$ cat src/rtl/sprd_pkg.sv
package sprd_pkg;

  typedef enum logic [1:0] {
    RD_IDLE  = 2'd0,
    RD_SCAN  = 2'd1,
    RD_SHIFT = 2'd2,
    RD_DONE  = 2'd3
  } rdState_t;

  // Strobes from the control to the datapath
  typedef struct packed {
    logic loadRec;   // load the record of the pixel under the token
    logic shiftEn;   // move the record one bit towards the line
    logic clearHit;  // drop the flag of the pixel under the token
  } rdStrobes_t;

endpackage

$ cat src/rtl/sprd_record_pack.sv
module sprd_record_pack #(
  parameter int ROW_W = 6,
  parameter int COL_W = 6,
  parameter int TS_W  = 5,
  parameter int AN_W  = 5,
  parameter int RSV_W = 8,
  parameter int REC_W = 30
) (
  input  logic [ROW_W-1:0] rowIdx,
  input  logic [COL_W-1:0] colIdx,
  input  logic [TS_W-1:0]  tsVal,
  output logic [REC_W-1:0] recWord
);

  // Address first, then time, then the fields that are carried as zero
  always_comb begin
    recWord = {rowIdx, colIdx, tsVal, {AN_W{1'b0}}, {RSV_W{1'b0}}};
  end

endmodule

$ cat src/rtl/sprd_ctrl.sv
module sprd_ctrl
  import sprd_pkg::*;
#(
  parameter int NUM_ROWS = 8,
  parameter int NUM_COLS = 8,
  parameter int ROW_W    = 6,
  parameter int COL_W    = 6,
  parameter int IDX_W    = 6,
  parameter int REC_W    = 30
) (
  input  logic             clk,
  input  logic             rstN,
  input  logic             acqActive,
  input  logic             startReadout,
  input  logic             hitAtToken,
  output rdStrobes_t       strb,
  output logic [ROW_W-1:0] rowIdx,
  output logic [COL_W-1:0] colIdx,
  output logic [IDX_W-1:0] pixIdx,
  output logic             frameValid,
  output logic             readDone
);

  localparam int CNT_W = $clog2(REC_W);

  rdState_t          state;
  logic [CNT_W-1:0]  bitCnt;
  logic              lastCol;
  logic              lastRow;
  logic              lastPix;
  logic              lastBit;
  logic [ROW_W-1:0]  nextRow;
  logic [COL_W-1:0]  nextCol;

  always_comb begin
    lastCol = (colIdx == COL_W'(NUM_COLS - 1));
    lastRow = (rowIdx == ROW_W'(NUM_ROWS - 1));
    lastPix = lastCol && lastRow;
    lastBit = (bitCnt == CNT_W'(REC_W - 1));
    nextCol = lastCol ? '0 : colIdx + 1'b1;
    nextRow = lastCol ? rowIdx + 1'b1 : rowIdx;
  end

  // The token halts on a hit: load its record and drop its flag together
  always_comb begin
    strb.loadRec  = (state == RD_SCAN) && hitAtToken;
    strb.clearHit = (state == RD_SCAN) && hitAtToken;
    strb.shiftEn  = (state == RD_SHIFT);
  end

  always_ff @(posedge clk or negedge rstN) begin
    if (!rstN) begin
      state  <= RD_IDLE;
      rowIdx <= '0;
      colIdx <= '0;
      pixIdx <= '0;
      bitCnt <= '0;
    end else begin
      case (state)
        RD_IDLE: begin
          if (startReadout && !acqActive) begin
            state  <= RD_SCAN;
            rowIdx <= '0;
            colIdx <= '0;
            pixIdx <= '0;
          end
        end
        RD_SCAN: begin
          if (hitAtToken) begin
            state  <= RD_SHIFT;
            bitCnt <= '0;
          end else if (lastPix) begin
            state <= RD_DONE;
          end else begin
            rowIdx <= nextRow;
            colIdx <= nextCol;
            pixIdx <= pixIdx + 1'b1;
          end
        end
        RD_SHIFT: begin
          bitCnt <= bitCnt + 1'b1;
          if (lastBit) begin
            if (lastPix) begin
              state <= RD_DONE;
            end else begin
              state  <= RD_SCAN;
              rowIdx <= nextRow;
              colIdx <= nextCol;
              pixIdx <= pixIdx + 1'b1;
            end
          end
        end
        RD_DONE: state <= RD_IDLE;
        default: state <= RD_IDLE;
      endcase
    end
  end

  always_comb begin
    frameValid = (state == RD_SHIFT);
    readDone   = (state == RD_DONE);
  end

endmodule

$ cat src/rtl/sprd_datapath.sv
module sprd_datapath
  import sprd_pkg::*;
#(
  parameter int NPIX  = 64,
  parameter int IDX_W = 6,
  parameter int ROW_W = 6,
  parameter int COL_W = 6,
  parameter int TS_W  = 5,
  parameter int AN_W  = 5,
  parameter int RSV_W = 8,
  parameter int REC_W = 30
) (
  input  logic                 clk,
  input  logic                 rstN,
  input  logic                 acqActive,
  input  logic [NPIX-1:0]      hitSetIn,
  input  logic [NPIX*TS_W-1:0] tsIn,
  input  rdStrobes_t           strb,
  input  logic [ROW_W-1:0]     rowIdx,
  input  logic [COL_W-1:0]     colIdx,
  input  logic [IDX_W-1:0]     pixIdx,
  output logic                 hitAtToken,
  output logic                 serData
);

  logic [NPIX-1:0]  hitFlags;
  logic [TS_W-1:0]  tsSel;
  logic [REC_W-1:0] recWord;
  logic [REC_W-1:0] shiftReg;

  // One flag per pixel: set only inside the acquisition window,
  // cleared when the token takes its record
  for (genvar g = 0; g < NPIX; g++) begin : g_flag
    always_ff @(posedge clk or negedge rstN) begin
      if (!rstN) begin
        hitFlags[g] <= 1'b0;
      end else if (acqActive && hitSetIn[g]) begin
        hitFlags[g] <= 1'b1;
      end else if (strb.clearHit && (pixIdx == IDX_W'(g))) begin
        hitFlags[g] <= 1'b0;
      end
    end
  end

  always_comb begin
    hitAtToken = hitFlags[pixIdx];
    tsSel      = tsIn[int'(pixIdx)*TS_W +: TS_W];
  end

  sprd_record_pack #(
    .ROW_W (ROW_W),
    .COL_W (COL_W),
    .TS_W  (TS_W),
    .AN_W  (AN_W),
    .RSV_W (RSV_W),
    .REC_W (REC_W)
  ) u_pack (
    .rowIdx  (rowIdx),
    .colIdx  (colIdx),
    .tsVal   (tsSel),
    .recWord (recWord)
  );

  // Zeros fill in behind the record, so the line rests low between frames
  always_ff @(posedge clk or negedge rstN) begin
    if (!rstN) begin
      shiftReg <= '0;
    end else if (strb.loadRec) begin
      shiftReg <= recWord;
    end else if (strb.shiftEn) begin
      shiftReg <= {shiftReg[REC_W-2:0], 1'b0};
    end
  end

  assign serData = shiftReg[REC_W-1];

endmodule

$ cat src/rtl/sparse_token_readout.sv
module sparse_token_readout
  import sprd_pkg::*;
#(
  parameter int NUM_ROWS = 8,
  parameter int NUM_COLS = 8,
  parameter int ROW_W    = 6,
  parameter int COL_W    = 6,
  parameter int TS_W     = 5,
  parameter int AN_W     = 5,
  parameter int RSV_W    = 8
) (
  input  logic                          clk,
  input  logic                          rstN,
  input  logic                          acqActive,
  input  logic [NUM_ROWS*NUM_COLS-1:0]      hitSetIn,
  input  logic [NUM_ROWS*NUM_COLS*TS_W-1:0] tsIn,
  input  logic                          startReadout,
  output logic                          serData,
  output logic                          frameValid,
  output logic                          readDone
);

  localparam int NPIX  = NUM_ROWS * NUM_COLS;
  localparam int IDX_W = (NPIX > 1) ? $clog2(NPIX) : 1;
  localparam int REC_W = ROW_W + COL_W + TS_W + AN_W + RSV_W;

  rdStrobes_t        strb;
  logic [ROW_W-1:0]  rowIdx;
  logic [COL_W-1:0]  colIdx;
  logic [IDX_W-1:0]  pixIdx;
  logic              hitAtToken;

  sprd_ctrl #(
    .NUM_ROWS (NUM_ROWS),
    .NUM_COLS (NUM_COLS),
    .ROW_W    (ROW_W),
    .COL_W    (COL_W),
    .IDX_W    (IDX_W),
    .REC_W    (REC_W)
  ) u_ctrl (
    .clk          (clk),
    .rstN         (rstN),
    .acqActive    (acqActive),
    .startReadout (startReadout),
    .hitAtToken   (hitAtToken),
    .strb         (strb),
    .rowIdx       (rowIdx),
    .colIdx       (colIdx),
    .pixIdx       (pixIdx),
    .frameValid   (frameValid),
    .readDone     (readDone)
  );

  sprd_datapath #(
    .NPIX  (NPIX),
    .IDX_W (IDX_W),
    .ROW_W (ROW_W),
    .COL_W (COL_W),
    .TS_W  (TS_W),
    .AN_W  (AN_W),
    .RSV_W (RSV_W),
    .REC_W (REC_W)
  ) u_dp (
    .clk        (clk),
    .rstN       (rstN),
    .acqActive  (acqActive),
    .hitSetIn   (hitSetIn),
    .tsIn       (tsIn),
    .strb       (strb),
    .rowIdx     (rowIdx),
    .colIdx     (colIdx),
    .pixIdx     (pixIdx),
    .hitAtToken (hitAtToken),
    .serData    (serData)
  );

endmodule

$ cat config.mk
export PLATFORM = sky130hd
export DESIGN_NAME = sparse_token_readout
export DESIGN_NICKNAME = d
export VERILOG_FILES = /design/src/rtl/sprd_pkg.sv /design/src/rtl/sprd_record_pack.sv /design/src/rtl/sprd_ctrl.sv /design/src/rtl/sprd_datapath.sv /design/src/rtl/sparse_token_readout.sv
export SDC_FILE = /design/constraint.sdc
export NUM_CORES = 1
export LEC_CHECK = 0
export ABC_CLOCK_PERIOD_IN_PS = 3700
export BUFFER_PORTS_ARGS = -buffer_cell sky130_fd_sc_hd__clkbuf_2
export CORE_UTILIZATION = 35
export DETAILED_ROUTE_END_ITERATION = 8
export SYNTH_ARGS = -nofsm -noshare
export SYNTH_HDL_FRONTEND = slang
export SYNTH_HIERARCHICAL = 1
export SYNTH_SLANG_ARGS = --single-unit
export TNS_END_PERCENT = 5
$ cat constraint.sdc
create_clock -name clk -period 3.7 [get_ports clk]
set_input_delay 0.74 -clock clk [delete_from_list [all_inputs] [get_ports clk]]
set_output_delay 0.74 -clock clk [all_outputs]
set_load 0.01 [all_outputs]
# ---- Word level (Yosys, flattened, before mapping)
# Index checks and enable logic that the tools add are counted.
dict set report op_classes {
  n_addsub 4
  n_mul 1
  n_lt_le_gt_ge 1
  eq_ne 74
  n_shift 1
  muxes 155
  n_reduce_logical 204
}
# cell count
set op_table {}
lappend op_table {{320-bit by 32-bit variable part select with 5-bit output} 1}
lappend op_table {{6-bit == test, second input constant} 32}
lappend op_table {{2-bit nonzero test} 66}
lappend op_table {{1-bit logical AND} 131}
lappend op_table {{1-bit 2-to-1 mux} 129}
lappend op_table {{6-bit by 5-bit == test with 1-bit output, second input constant} 16}
lappend op_table {{6-bit 2-to-1 mux} 12}
lappend op_table {{30-bit 2-to-1 mux} 2}
lappend op_table {{6-bit one-hot mux with 3 select lines} 3}
lappend op_table {{6-bit by 4-bit == test with 1-bit output, second input constant} 8}
lappend op_table {{6-bit by 3-bit == test with 1-bit output, second input constant} 6}
lappend op_table {{6-bit by 1-bit adder with 6-bit output, second input constant} 3}
lappend op_table {{6-bit by 2-bit == test with 1-bit output, second input constant} 2}
lappend op_table {{2-bit 2-to-1 mux} 5}
lappend op_table {{5-bit one-hot mux with 2 select lines} 1}
lappend op_table {{6-bit by 3-bit multiplier with 9-bit output, second input constant} 1}
lappend op_table {{2-bit one-hot mux with 4 select lines} 1}
lappend op_table {{6-bit by 7-bit < comparator with 1-bit output, second input constant} 1}
lappend op_table {{1-bit binary-select mux with 6-bit select} 1}
lappend op_table {{6-bit by 1-bit == test with 1-bit output, second input constant} 1}
lappend op_table {{6-bit zero test} 1}
lappend op_table {{2-bit by 1-bit inequality test with 1-bit output, second input constant} 3}
lappend op_table {{5-bit by 1-bit adder with 5-bit output, second input constant} 1}
lappend op_table {{5-bit == test, second input constant} 1}
lappend op_table {{11 further kinds} 12}
dict set report word_totals {
  ff_bits 119
  in_bits 388
  output_inout_bits 3
  word_cells 510
}

# ---- Longest topological paths before layout
dict set report depth {
  depth_word 6
  mapped_depth 14
  depth_no_buf 9
}

# ---- Modules after synthesis
# The synthesis kept the hierarchy.
# mod n_inst cells_per_inst area_per_inst_um2 seq_area_each_um2
set by_module_without_submodules {}
lappend by_module_without_submodules {sprd_datapath 1 606 6892.9 2352.3}
lappend by_module_without_submodules {sprd_ctrl 1 191 1740.4 625.6}
lappend by_module_without_submodules {sprd_record_pack 1 31 229.0 0.0}

# ---- Worst setup path before layout
# Ideal clock, no wire load.
dict set report synth_path {
  kind {flip-flop to flip-flop}
  from {reg u_ctrl.pixIdx[1]}
  to {reg u_ctrl.pixIdx[5]}
  setup_ps 125
  arrival_ps 3279
  t_required_ps 3575
  path_slack_ps 297
  stages_incl_launch_ff 13
  n_path_buf 4
  synth_period_minus_slack_ps 3403
  cell_sequence {dfrtp_1 -> clkbuf_1 -> clkbuf_1 -> mux4_2 -> a22oi_1 -> a21oi_1 -> or4_1 -> clkbuf_1 -> a21oi_1 -> o221ai_2 -> clkbuf_8 -> nor3_1 -> mux2_2}
}
dict set report synth_via {
  elab_chain_len 4
  elab_cells_between_ends 9
  cone_classes {add/sub: 1; eq/ne: 1; mux: 6; reduce/logical: 1}
}
# element line
set synth_rtl {}
lappend synth_rtl {{from (decl)} sprd_ctrl.sv:19} ;# output logic [IDX_W-1:0] pixIdx,
lappend synth_rtl {{from (signal assigned)} sprd_ctrl.sv:77} ;# pixIdx <= pixIdx + 1'b1;
lappend synth_rtl {{from (signal assigned)} sprd_ctrl.sv:89} ;# pixIdx <= pixIdx + 1'b1;
lappend synth_rtl {{1-bit binary-select mux with 6-bit select} sprd_datapath.sv:46} ;# hitAtToken = hitFlags[pixIdx];
lappend synth_rtl {{1-bit 2-to-1 mux (implied by the code)} sprd_datapath.sv:46}
lappend synth_rtl {{net hitAtToken} sparse_token_readout.sv:31} ;# logic hitAtToken;
lappend synth_rtl {{2-bit inequality test (no line)} n/a}
lappend synth_rtl {{4-bit AND reduction (no line)} n/a}
# The timed path passes the listed nets, and every way through them passes these cells. The select of a mux whose other input is x is not followed.
# A chain may end at the register's enable or synchronous reset.

# ---- Worst setup path in the final report
# Ends and elaborated chain as after synthesis.

==> results.toml <==
[route]
detail_route.first_pass.iterations = 5
ant_nets = 0
wl_per_cell_um = 22.3
viasPerCell = 5.65
drc = 0
drtIter0Drc = 706
wl_um = 34000
num_vias = 8605

[sta]
tns_ns = 0
finalSetupViolCount = 0
slew_violations = 0
finalClockSkew_ns = 0.0100
final_hold_viol_count = 0
final.min_clock_period_ns = 3.49
period_share = 0.943
fin_hold_ws_ns = 0.340
tightest_slew_ns = 0.907
fmax_mhz = 287
slew_headroom = 0.390
rsz0062_at_grt = "false"

[critical_path]
reg2regPathDepth = 9
crit_type = "flop to flop"
crit_required_ns = 4.00
arrival_ns = 3.79
path_max_fanout = 40
startpoint_type = "flop"
reg2reg_setup_slack_ns = 0.21
end_kind = "flop"
r2r_start = "u_ctrl/pixIdx[1]"
rr_endpoint = "u_ctrl/pixIdx[5]"

[power]
p_seq_frac = 0.250
combPwrFrac = 0.515
switching_share = 0.401
p_clk_frac = 0.235
p_total_mw = 7.67
switching_power_mw = 3.07
max-vdd-ir-drop_mv = 0.401
p_per_area_mw_per_mm2 = 661
p_leak_nw = 5.00
internal-power_mw = 4.60

[yosys]
seq_area_frac_synth = 0.336
ys_ff_latch = 119
synth_largest_area_cell = "dfrtp_1"
synth_area_leaders = "dfrtp_1, mux4_2, nand2_1"
synth.avg_cell_area_um2 = 10.7
syn_area_mm2 = 0.00886
synth_cell_types = 59
yosys_warnings = 6
synthArstFlopShare = 1.00
syn_inst = 828
synth_ff_type = "dfrtp_1"
synth-edff-count = 0
netlist.area_leader.share = 0.336

[layout]
syn2layout_area_growth_pct = 31.0
fin_cells = 1522
final_cell_mix = "clkbuf_2, nand2_1, dfrtp_1"
design.final.nets = 1577
final_common_cell = "clkbuf_2"
drive_gt1_frac = 0.471

[floorplanning]
ios = 391
core_area_mm2 = 0.0246
dieArea_mm2 = 0.0260
start_util = 0.360
die_y_um = 161
die_w_um = 161
num_rows = 57

[placed_design]
io_buffers = 390
dp_hpwl_um = 26800
gp_congestion = 0.862
dp.cells = 1480

[clock_network]
clock-sinks = 119
cts_root_buf = "clkbuf_16"
post-cts-setup-buffers = 0
cts.repair.resized = 0
hold_buffers = 0
cts_tree = "yes"
numCtsBuffers = 17
clk_latency_ns = 0.42
htree_levels = 4
path_clk_slew_ns = 0.06
cts_buffer_depth = 2

[global_routing]
grt_max_degree = 65
antenna_found_initial = 8
grt_use_total = 0.261
grt_pass1_vias = 8668
grt_overflow_total = 0
grt_pass1_wl_um = 50700

[hold_path]
min_path_type = "input port to async pin"

[run_status]
status = "complete, no violations"

[flow_run]
maxCapViolations = 0
[synth_stat cells, types with 3 or more instances]
| library cell | number |
|---|---|
| clkbuf_1 | 42 |
| or4_1 | 9 |
| nor3_1 | 9 |
| and3_1 | 5 |
| ha_1 | 10 |
| nor2b_1 | 5 |
| nand2_1 | 142 |
| mux2i_1 | 29 |
| mux4_2 | 96 |
| nand3_1 | 15 |
| buf_1 | 6 |
| and2_1 | 3 |
| buf_6 | 7 |
| nor2_1 | 14 |
| dfrtp_1 | 119 |
| nand2b_1 | 11 |
| buf_4 | 36 |
| o221ai_1 | 4 |
| a22o_1 | 41 |
| a21oi_1 | 36 |
| o41ai_1 | 5 |
| o31ai_1 | 3 |
| inv_1 | 7 |
| o211ai_1 | 4 |
| buf_2 | 5 |
| o21ai_0 | 71 |
| a22oi_1 | 50 |
| nand3b_1 | 7 |
[critical path: stages (launching register included)]
cell and delay [ns]:
dfrtp_4 0.76, mux4_2 0.39, a22oi_1 0.27, a21oi_1 0.10
or4_1 0.59, buf_4 0.20, a211o_1 0.29, a221oi_1 0.37
nor2b_1 0.10, mux2_2 0.28
[worst max path at each step]
stage / depth (start not counted) / to / from / slack [ns]
3_3_place_gp: 9 / u_ctrl/colIdx[5] / u_ctrl/pixIdx[0] / 0.21
5_1_grt: 9 / u_ctrl/pixIdx[5] / u_ctrl/pixIdx[1] / 0.03
2_1_floorplan: 12 / u_ctrl/pixIdx[5] / u_ctrl/pixIdx[1] / 0.30
6_report: 9 / u_ctrl/pixIdx[5] / u_ctrl/pixIdx[1] / 0.21
3_5_place_dp: 9 / u_ctrl/pixIdx[5] / u_ctrl/pixIdx[0] / 0.13
4_1_cts: 9 / u_ctrl/pixIdx[5] / u_ctrl/pixIdx[0] / 0.1
[layer usage]
| metal | up-vias | GRT usage | wire (um) |
|---|---|---|---|
| met5 | - | 0 | 22 |
| met4 | 4 | 0.119 | 1180 |
| met3 | 45 | 0.0580 | 2500 |
| met2 | 417 | 0.409 | 16500 |
| met1 | 4275 | 0.344 | 13800 |
| li1 | 3864 | - | - |
[logic make-up after synthesis]
kind of cell             after synthesis  synth area share
multiplexers                         126             0.278
flip-flops                           119             0.336
other                                  1          0.000423
AND/OR/NAND/NOR                      238             0.129
buffers and inverters                106            0.0702
XOR/XNOR                               1          0.000988
AO/OA/AOI/OAI                        227             0.171
adder cells (fa/ha/maj)               10            0.0141
[metrics by stage]
| stage | utilization | setup slack (ns) | cell area, um2 |
|---|---|---|---|
| floorplan | - | 0.297 | 8910 |
| global placement | 0.443 | 0.213 | 10900 |
| global route | 0.472 | 0.0326 | 11600 |
| detailed placement | 0.443 | 0.129 | 10900 |
| finish | 0.472 | 0.210 | 11600 |
| CTS | 0.469 | 0.0991 | 11500 |
[final cells by class]
cell class	instances	area, um2
Antenna cell	6	15.0
Clock buffer	21	470
Clock inverter	11	171
Fill cell	2353	13000
Inverter	7	26.3
Multi-Input combinational cell	615	5320
Sequential cell	119	2990
Tap cell	324	405
Timing Repair Buffer	419	2210
[flip-flops by register name (all words and copies together), names as in the netlist]
| signal | flops |
|---|---|
| u_ctrl/rowIdx | 6 |
| u_ctrl/pixIdx | 6 |
| u_dp/hitFlags | 64 |
| u_dp/shiftReg | 30 |
| u_ctrl/state | 2 |
| u_ctrl/colIdx | 6 |
| u_ctrl/bitCnt | 5 |
[power by group through the flow]
stage          Clock, mW  Combinational (mW)  Sequential [mW]
3_5_place_dp           0                3.83             1.99
6_report            1.80                3.95             1.92
4_1_cts             1.82                3.84             1.97
3_3_place_gp           0                3.79             1.98
5_1_grt             1.88                4.33             1.96
2_1_floorplan          0                3.07             1.79
Note: power is estimated with default switching activity, not from simulation.
